--- src/rtl/rev_addsub_pkg.sv ---
package rev_addsub_pkg;
  // Strobes from the mode decode into the datapath
  typedef struct packed {
    logic invertB;    // control input of the operand-inverting gates
    logic seedCarry;  // carry into the least significant cell
    logic flipFinal;  // turn the final carry into a borrow
  } ctrlStrobes_t;
endpackage

--- src/rtl/rev_quad_gate.sv ---
// Four-input, four-output reversible gate primitive.
module rev_quad_gate (
  input  logic inA,
  input  logic inB,
  input  logic inC,
  input  logic inD,
  output logic outP,
  output logic outQ,
  output logic outR,
  output logic outS
);
  logic nandTerm;
  logic mixTerm;

  always_comb begin
    nandTerm = (~inA & ~inD) ^ ~inB;
    mixTerm  = (inA & inB) ^ inD;
    outP     = inA;
    outQ     = inA ^ inC;
    outR     = nandTerm ^ inC;
    outS     = (nandTerm & inC) ^ mixTerm;
  end
endmodule

--- src/rtl/rev_feynman.sv ---
// Two-input copy-and-XOR reversible gate.
module rev_feynman (
  input  logic ctlIn,
  input  logic dataIn,
  output logic ctlCopy,
  output logic dataXor
);
  assign ctlCopy = ctlIn;
  assign dataXor = ctlIn ^ dataIn;
endmodule

--- src/rtl/rev_addsub_ctrl.sv ---
module rev_addsub_ctrl
  import rev_addsub_pkg::*;
(
  input  logic         modeSub,
  output ctrlStrobes_t strobes
);
  always_comb begin
    strobes.invertB   = modeSub;
    strobes.seedCarry = modeSub;
    strobes.flipFinal = modeSub;
  end
endmodule

--- src/rtl/rev_addsub_dp.sv ---
module rev_addsub_dp
  import rev_addsub_pkg::*;
#(
  parameter int N = 4
) (
  input  logic [N-1:0]   opA,
  input  logic [N-1:0]   opB,
  input  ctrlStrobes_t   strobes,
  output logic [N-1:0]   result,
  output logic           carryFlag,
  output logic [3*N-1:0] garbage
);
  localparam int CELL_GARB = 2 * N;

  logic [N:0]   carryChain;
  logic [N-1:0] bEff;
  logic [N-1:0] modeCopy;
  logic [N-1:0] cellP;
  logic [N-1:0] cellQ;

  assign carryChain[0] = strobes.seedCarry;

  for (genvar i = 0; i < N; i++) begin : g_stage
    rev_feynman u_inv (
      .ctlIn  (strobes.invertB),
      .dataIn (opB[i]),
      .ctlCopy(modeCopy[i]),
      .dataXor(bEff[i])
    );

    // Full-adder use: D tied to 0, R is the sum, S is the carry-out
    rev_quad_gate u_cell (
      .inA (opA[i]),
      .inB (bEff[i]),
      .inC (carryChain[i]),
      .inD (1'b0),
      .outP(cellP[i]),
      .outQ(cellQ[i]),
      .outR(result[i]),
      .outS(carryChain[i+1])
    );

    assign garbage[2*i]         = cellP[i];
    assign garbage[2*i+1]       = cellQ[i];
    assign garbage[CELL_GARB+i] = modeCopy[i];
  end

  assign carryFlag = carryChain[N] ^ strobes.flipFinal;
endmodule

--- src/rtl/rev_addsub.sv ---
module rev_addsub
  import rev_addsub_pkg::*;
#(
  parameter int N = 4
) (
  input  logic [N-1:0]   opA,
  input  logic [N-1:0]   opB,
  input  logic           modeSub,
  output logic [N-1:0]   result,
  output logic           carryFlag,
  output logic [3*N-1:0] garbage
);
  ctrlStrobes_t strobes;

  rev_addsub_ctrl u_ctrl (
    .modeSub(modeSub),
    .strobes(strobes)
  );

  rev_addsub_dp #(.N(N)) u_dp (
    .opA      (opA),
    .opB      (opB),
    .strobes  (strobes),
    .result   (result),
    .carryFlag(carryFlag),
    .garbage  (garbage)
  );
endmodule

--- config.mk ---
export PLATFORM = sky130hd
export DESIGN_NAME = rev_addsub
export DESIGN_NICKNAME = d
export VERILOG_FILES = /design/src/rtl/rev_addsub_pkg.sv /design/src/rtl/rev_quad_gate.sv /design/src/rtl/rev_feynman.sv /design/src/rtl/rev_addsub_ctrl.sv /design/src/rtl/rev_addsub_dp.sv /design/src/rtl/rev_addsub.sv
export SDC_FILE = /design/constraint.sdc
export NUM_CORES = 1
export LEC_CHECK = 0
export BUFFER_PORTS_ARGS = -buffer_cell sky130_fd_sc_hd__buf_2
export CAP_MARGIN = 5
export CORE_AREA = 2 2 39 41
export DETAILED_ROUTE_END_ITERATION = 12
export DIE_AREA = 0 0 41 43
export PLACE_DENSITY = 0.59
export SYNTH_ARGS = -nofsm -noshare
export SYNTH_HDL_FRONTEND = slang
export SYNTH_SLANG_ARGS = --single-unit
--- constraint.sdc ---
create_clock -name vclk -period 2
set_input_delay 0.1 -clock vclk [all_inputs]
set_output_delay 0.1 -clock vclk [all_outputs]
set_load 0.005 [all_outputs]
==> results of run 1 <==
-- synthesized netlist by cell type, drive strengths merged --
cell type / n
fa: 3
xor2: 2
mux2i: 1
buf: 17
xnor2: 7
inv: 6
-- cells by family after synthesis --
| family | count (synthesis) |
|---|---|
| buffers and inverters | 23 |
| multiplexers | 1 |
| XOR/XNOR | 9 |
| adder cells (fa/ha/maj) | 3 |
-- per-layer routing --
| metal | share of wire (%) | vias up | GRT usage (%) |
|---|---|---|---|
| met5 | 0 | - | 0 |
| met4 | 0 | 0 | 0 |
| met3 | 13 | 0 | 0 |
| met2 | 48 | 16 | 8.44 |
| met1 | 38 | 94 | 6.75 |
| li1 | - | 114 | - |
-- area by class of cell --
type | count | area, sq um
multi-input cells | 13 | 158
well taps | 16 | 20.0
repair buffers | 31 | 168
fillers | 161 | 1020
inverters | 6 | 22.5
-- power breakdown --
group | leakage (nW) | switching [W] | internal [W]
clock | 0 | 0 | 0
sequential | 0 | 0 | 0
combinational | 0.206 | 0.0000545 | 0.0000715
total | 0.206 | 0.0000545 | 0.0000715
-- timing repair --
item	CTS	global route
endpoints found under the hold margin	0	0
cloned	0	0
endpoints found under the setup margin	2	1
resized for setup	1	1
-- per-stage QoR --
step	area [sq um]	utilization, %	worst slack, ns	total power, W
floorplan	307	-	0.0508	0.000111
global placement	363	26.2	-0.0136	0.000124
detailed placement	363	26.2	-0.0197	0.000127
CTS	365	26.4	0.0213	0.000128
global route	368	26.6	0.0309	0.000145
finish	368	26.6	0.111	0.000126
-- placed cells by master, fill, tap and decap left out --
cell type / synthesis / layout
buf_2: 0 / 26
xnor2_1: 7 / 7
mux2i_2: 1 / 1
inv_1: 6 / 6
fa_2: 0 / 2
buf_4: 16 / 5
fa_1: 3 / 1
xor2_1: 2 / 2
-- worst min path at each step --
stage	to
2_1_floorplan	garbage[0]
3_3_place_gp	garbage[2]
3_5_place_dp	garbage[2]
4_1_cts	garbage[2]
5_1_grt	garbage[6]
6_report	garbage[2]
==> results.py, run 1 <==
metrics = {
    "yosys": {
        "synthSimpleGateAreaFrac_pct": 0,
        "netlist_instances": 36,
        "synth.largest_area_cell": "buf_4",
        "synthMuxAreaShare_pct": 4.49,
        "synth_compound_area_share_pct": 0,
        "synth_top_area_share_pct": 39.2,
        "synth_adder_area_share_pct": 19.6,
        "synth.distinct_cells": 7,
        "synth_area_leaders": "buf_4 39%, xnor2_1 20%, fa_1 20%",
        "ys_warn_count": 0,
        "syn_area_sq_um": 307,
        "syn_nets": 48,
        "synthXorXnorAreaFrac_pct": 25.7,
        "synth_top_family_by_area": "buffers and inverters",
        "synth_seq_area_share_pct": 0,
        "avgSynthCellArea_sq_um": 8.52,
    },
    "timing": {
        "period_share_pct": 94.5,
        "max-slew-margin-rel_pct": 84.5,
        "finalSetupViolations": 0,
        "rsz0062_at_grt": "false",
        "setup_tns_ns": 0,
        "holdWs_ns": 0.408,
        "tightest_slew_ns": 0.228,
        "hold_viol": 0,
        "max_freq_ghz": 0.529,
        "maxSlewViolCount": 0,
        "fin_crit_ns": 1.89,
    },
    "clock_network": {
        "postCtsHoldBufs": 0,
        "postCtsSetupBuffers": 0,
    },
    "floorplan": {
        "fp.dieH_microns": 43,
        "initial_core_util_pct": 22.2,
        "coreArea_sq_um": 1380,
        "dieArea_sq_um": 1760,
        "dieWidth_microns": 41,
        "rows": 14,
        "io_pins": 26,
    },
    "critical_path": {
        "arrival_ns": 1.79,
        "path_cells": "buf_2 -> xnor2_1 -> fa_2 -> fa_2 -> fa_1 -> xnor2_1 -> buf_2",
        "crit_type": "in -> out",
        "crit_start": "modeSub",
        "endpoint_kind": "output port",
        "critPathMaxStageDelay_ns": 0.38,
        "startpoint_type": "input pin",
        "crit_slowest_cell": "fa_2",
        "crit_family": "adder cells",
        "path_buf_inv": 2,
        "crit_end": "carryFlag",
        "crit_cells": 7,
        "worstPathRequired_ns": 1.90,
        "path_max_fanout": 4,
    },
    "final_layout": {
        "area_delta_synth_final_pct": 20.0,
        "diodes": 0,
        "design.seq.count": 0,
        "layout.nets": 64,
        "layout-drive-gt1-share_pct": 68.0,
        "ff_latch_area_sq_um": 0,
        "nClkBuffers": 0,
        "final_cells": 66,
    },
    "hold_path": {
        "hold_path_depth": 2,
        "hold_start": "opA[1]",
        "hold_path_class": "in -> out",
    },
    "grt": {
        "grt_pass1_vias": 168,
        "antenna_found_initial": 0,
        "grt_pass1_wl_microns": 641,
        "overflow": 0,
        "grt_use_total_pct": 4.82,
        "grt_start_max_net_pins": 5,
    },
    "power": {
        "cellLeakagePower_nw": 0.206,
        "p_per_area_nw_per_um2": 342,
        "ir_drop_uv": 108,
    },
    "placement": {
        "dp_cells": 66,
        "io_buffers": 26,
        "gp_congestion": 0.653,
        "dp_hpwl_microns": 460,
    },
    "routing": {
        "dr.pass1.iters": 1,
        "routed_via_density": 3.39,
        "initialDrtViolationCount": 0,
        "ant_nets": 0,
        "drcViolationCount": 0,
        "drt_wl_total_microns": 485,
        "post_drt_wl_per_cell_microns": 7.35,
        "vias": 224,
    },
    "status": {
        "status": "finished clean",
    },
    "flow_run": {
        "drv_cap": 0,
    },
}
Note: power is estimated with default switching activity, not from simulation.
==> run 2, diff against run 1 <==
--- a/config.mk
+++ b/config.mk
@@ -10,7 +10,7 @@
 export CORE_AREA = 2 2 39 41
 export DETAILED_ROUTE_END_ITERATION = 12
 export DIE_AREA = 0 0 41 43
-export PLACE_DENSITY = 0.59
+export PLACE_DENSITY_LB_ADDON = 0.08
 export SYNTH_ARGS = -nofsm -noshare
 export SYNTH_HDL_FRONTEND = slang
 export SYNTH_SLANG_ARGS = --single-unit
==> run 2 against run 1 <==
Effect of this change: first-iteration DRC count is the same; clock-buffer cell count is the same; highest routed layer unchanged; critical path depth stayed put; cell count fell by 1.5%; critical endpoint unchanged; largest power group unchanged; cell area down 2.0%; critical path type unchanged.
==> results.py, run 2 (synthesis results as in run 1) <==
metrics = {
    "floorplan": {
        "io_pins": 26,
        "dieArea_sq_um": 1760,
        "dieWidth_microns": 41,
        "coreArea_sq_um": 1380,
        "fp.dieH_microns": 43,
        "initial_core_util_pct": 22.2,
        "rows": 14,
    },
    "critical_path": {
        "crit_start": "modeSub",
        "path_max_fanout": 3,
        "crit_type": "in -> out",
        "arrival_ns": 1.80,
        "critPathMaxStageDelay_ns": 0.39,
        "startpoint_type": "input pin",
        "path_cells": "buf_2 -> xnor2_1 -> fa_2 -> fa_2 -> fa_1 -> xnor2_1 -> buf_2",
        "crit_slowest_cell": "fa_1",
        "endpoint_kind": "output port",
        "worstPathRequired_ns": 1.90,
    },
    "routing": {
        "post_drt_wl_per_cell_microns": 7.98,
        "drt_wl_total_microns": 519,
        "vias": 234,
        "initialDrtViolationCount": 0,
        "ant_nets": 0,
        "routed_via_density": 3.60,
        "dr.pass1.iters": 1,
        "drcViolationCount": 0,
    },
    "grt": {
        "grt_pass1_vias": 202,
        "overflow": 0,
        "grt_pass1_wl_microns": 786,
        "antenna_found_initial": 0,
        "grt_use_total_pct": 6.03,
        "grt_start_max_net_pins": 9,
    },
    "power": {
        "sw_frac_of_total_pct": 43.4,
        "p_clk_share_pct": 0,
        "p_per_area_nw_per_um2": 347,
        "p_seq_share_pct": 0,
        "p_total_w": 0.000125,
        "ir_drop_uv": 73.1,
        "combinationalPowerShare_pct": 100.0,
        "switchingPower_w": 0.0000543,
        "internal_power_w": 0.0000708,
        "cellLeakagePower_nw": 0.201,
    },
    "clock_network": {
        "postCtsHoldBufs": 0,
    },
    "hold_path": {
        "hold_start": "opA[2]",
        "hold_path_depth": 2,
        "hold_path_class": "in -> out",
        "holdPathEnd": "garbage[4]",
    },
    "status": {
        "status": "finished clean",
    },
    "timing": {
        "hold_viol": 0,
        "max_freq_ghz": 0.526,
        "holdWs_ns": 0.408,
        "finalSetupViolations": 0,
        "tightest_slew_ns": 0.207,
        "maxSlewViolCount": 0,
        "fin_crit_ns": 1.90,
        "setup_tns_ns": 0,
        "rsz0062_at_grt": "false",
        "period_share_pct": 95.0,
        "max-slew-margin-rel_pct": 85.9,
    },
    "final_layout": {
        "design.seq.count": 0,
        "fillCellCount": 161,
        "final_util_pct": 26.0,
        "layout.nets": 63,
        "nClkBuffers": 0,
        "area_delta_synth_final_pct": 17.6,
        "layout-drive-gt1-share_pct": 67.3,
        "layout_commonest_cell": "buf_2",
        "diodes": 0,
        "mostFrequentLayoutCells": "26 x buf_2, 7 x xnor2_1, 6 x inv_1",
        "ff_latch_area_sq_um": 0,
        "multi_input_area_sq_um": 158,
    },
    "flow_run": {
        "drv_cap": 0,
    },
    "placement": {
        "dp_hpwl_microns": 491,
        "io_buffers": 26,
        "gp_congestion": 0.517,
    },
}
-- run 2: timing repair --
item / in CTS / in global routing
gates resized for setup: 1 / 1
buffers inserted: 0 / 0
setup endpoints to repair: 2 / 2
-- run 2: power groups by stage --
stage               Clock (W)  Combinational, W  Sequential (W)
floorplan                   0          0.000111               0
global placement            0          0.000124               0
detailed placement          0          0.000127               0
CTS                         0          0.000128               0
global route                0          0.000142               0
finish                      0          0.000125               0
-- run 2: final cells by class --
type,count,share of cell area [%]
multi-input combinational,13,43.7
inverter,6,6.25
timing repair buffer,30,44.4
tap,16,5.56
-- run 2: worst max-delay path by stage --
stage | endpoint | slack (ns)
2_1_floorplan | result[3] | 0.05
3_3_place_gp | carryFlag | -0.006
3_5_place_dp | carryFlag | -0.05
4_1_cts | carryFlag | 0.005
5_1_grt | carryFlag | 0.02
6_report | carryFlag | 0.1
-- run 2: metal layers --
layer  vias to the layer above  wire (microns)  part of all wire, %  track usage, %
li1                        112               -                    -               -
met1                       107             183                   35            7.42
met2                        15             281                   54            11.6
met3                         0              55                   11               0
met4                         0               0                    0               0
met5                         -               0                    0               0
-- run 2: metrics by stage --
step	setup WS (ns)	instances	instance area, sq um
2_1_floorplan	0.0508	36	307
3_3_place_gp	-0.00643	65	355
3_5_place_dp	-0.0478	65	355
4_1_cts	0.00483	65	358
5_1_grt	0.0214	65	360
6_report	0.0994	65	360
-- run 2: critical path: cells and delay by family --
family	cells	cell delay [ns]
XOR/XNOR	2	0.32
adder cells (fa/ha/maj)	3	1.13
buffers and inverters	2	0.25
==> run 3, diff against run 2 <==
--- a/config.mk
+++ b/config.mk
@@ -11,6 +11,7 @@
 export DETAILED_ROUTE_END_ITERATION = 12
 export DIE_AREA = 0 0 41 43
 export PLACE_DENSITY_LB_ADDON = 0.08
+export REMOVE_ABC_BUFFERS = 1
 export SYNTH_ARGS = -nofsm -noshare
 export SYNTH_HDL_FRONTEND = slang
 export SYNTH_SLANG_ARGS = --single-unit
==> run 3 against run 2 <==
Effect of this change: cell area unchanged; combinational power barely moved; non-clock buffer count stayed put; routed wire length down 0.19%; die area is the same; clock-buffer cell count stayed put; cell count did not move; first-iteration DRC count stayed put; via count rose by 0.85%; power is 0.39% higher; critical path depth unchanged; critical path type unchanged; largest cell class unchanged; highest routed layer unchanged.
==> results.py, run 3 (synthesis results as in run 1) <==
metrics = {
    "status": {
        "status": "finished clean",
    },
    "final_layout": {
        "nClkBuffers": 0,
        "diodes": 0,
        "final_util_pct": 26.0,
        "layout-drive-gt1-share_pct": 67.3,
        "layout.nets": 63,
        "fillCellCount": 164,
        "design.seq.count": 0,
        "ff_latch_area_sq_um": 0,
        "layout_commonest_cell": "buf_2",
        "area_delta_synth_final_pct": 17.6,
        "design_area_sq_um": 360,
        "mostFrequentLayoutCells": "26 x buf_2, 7 x xnor2_1, 6 x inv_1",
    },
    "power": {
        "p_clk_share_pct": 0,
        "internal_power_w": 0.0000706,
        "combinationalPowerShare_pct": 100.0,
        "switchingPower_w": 0.0000550,
        "cellLeakagePower_nw": 0.201,
        "p_seq_share_pct": 0,
        "ir_drop_uv": 110,
        "sw_frac_of_total_pct": 43.8,
        "p_per_area_nw_per_um2": 348,
    },
    "routing": {
        "post_drt_wl_per_cell_microns": 7.97,
        "initialDrtViolationCount": 0,
        "vias": 236,
        "routed_via_density": 3.63,
        "drt_wl_total_microns": 518,
        "drcViolationCount": 0,
        "ant_nets": 0,
        "dr.pass1.iters": 1,
    },
    "flow_run": {
        "drv_cap": 0,
    },
    "critical_path": {
        "crit_type": "in -> out",
        "startpoint_type": "input pin",
        "endpoint_kind": "output port",
        "worstPathRequired_ns": 1.90,
        "path_max_fanout": 3,
        "arrival_ns": 1.78,
    },
    "timing": {
        "setup_tns_ns": 0,
        "max_freq_ghz": 0.532,
        "max-slew-margin-rel_pct": 85.4,
        "hold_viol": 0,
        "period_share_pct": 94.0,
        "finalSetupViolations": 0,
        "fin_crit_ns": 1.88,
        "tightest_slew_ns": 0.215,
        "maxSlewViolCount": 0,
        "fin_ws_ns": 0.120,
        "rsz0062_at_grt": "false",
    },
    "grt": {
        "grt_start_max_net_pins": 9,
        "grt_pass1_wl_microns": 848,
        "grt_use_total_pct": 6.50,
        "grt_pass1_vias": 212,
        "overflow": 0,
        "antenna_found_initial": 0,
    },
    "floorplan": {
        "coreArea_sq_um": 1380,
        "dieArea_sq_um": 1760,
        "fp.dieH_microns": 43,
        "rows": 14,
        "io_pins": 26,
        "dieWidth_microns": 41,
        "initial_core_util_pct": 22.2,
    },
    "placement": {
        "dp_hpwl_microns": 497,
        "gp_congestion": 0.531,
        "io_buffers": 26,
        "dpl-instance-area_sq_um": 355,
        "post-place-ws_ns": -0.0196,
    },
    "clock_network": {
        "postCtsSetupBuffers": 0,
        "postCtsHoldBufs": 0,
    },
    "hold_path": {
        "holdPathEnd": "garbage[6]",
        "hold_path_class": "in -> out",
        "hold_path_depth": 2,
        "hold_start": "opA[3]",
    },
}
==> run 3: cell counts in the layout (fill, tap and decap cells not counted) <==
Identical to the previous run, type by type.
==> run 3: timing repair <==
| item | in CTS | in global routing |
|---|---|---|
| endpoints found under the hold margin | 0 | 0 |
| endpoints found under the setup margin | 2 | 2 |
| gates resized for setup | 1 | 1 |
==> run 3: area by class of cell <==
cell class	instances	area, sq um	share of cell area (%)
inverters	6	22.5	6.25
repair buffers	30	160	44.4
well taps	16	20.0	5.56
multi-input cells	13	158	43.7
==> run 3: per-layer routing <==
metal  global-route usage [%]  routed length [microns]  vias to the layer above
met1                     7.30                      177                      110
li1                         -                        -                      113
met2                     13.1                      291                       13
met5                        0                        0                        -
met3                        0                       49                        0
met4                        0                        0                        0
==> run 3: worst max path at each step <==
| stage | from | endpoint | slack, ns | cells after the start |
|---|---|---|---|---|
| finish | modeSub | carryFlag | 0.12 | 7 |
| global route | modeSub | carryFlag | 0.02 | 7 |
| CTS | modeSub | carryFlag | 0.04 | 7 |
| detailed placement | modeSub | carryFlag | -0.02 | 7 |
| global placement | modeSub | carryFlag | -0.01 | 7 |
| floorplan | opB[1] | carryFlag | 0.24 | 5 |
==> run 3: stage by stage <==
| step | hold WS [ns] | cells | power [W] |
|---|---|---|---|
| floorplan | 0.200 | 19 | 0.0000537 |
| global placement | 0.407 | 65 | 0.000123 |
| detailed placement | 0.415 | 65 | 0.000126 |
| CTS | 0.416 | 65 | 0.000127 |
| global route | 0.437 | 65 | 0.000144 |
| finish | 0.412 | 65 | 0.000126 |
==> run 3: power by group through the flow <==
stage / clock [W] / combinational, W / sequential [W]
3_3_place_gp: 0 / 0.000123 / 0
5_1_grt: 0 / 0.000144 / 0
4_1_cts: 0 / 0.000127 / 0
3_5_place_dp: 0 / 0.000126 / 0
6_report: 0 / 0.000126 / 0
2_1_floorplan: 0 / 0.0000537 / 0
==> run 3: critical path, stage by stage <==
cell,delay (ns)
buf_2,0.13
xnor2_1,0.15
fa_2,0.38
fa_2,0.36
fa_1,0.39
xnor2_1,0.15
buf_2,0.12
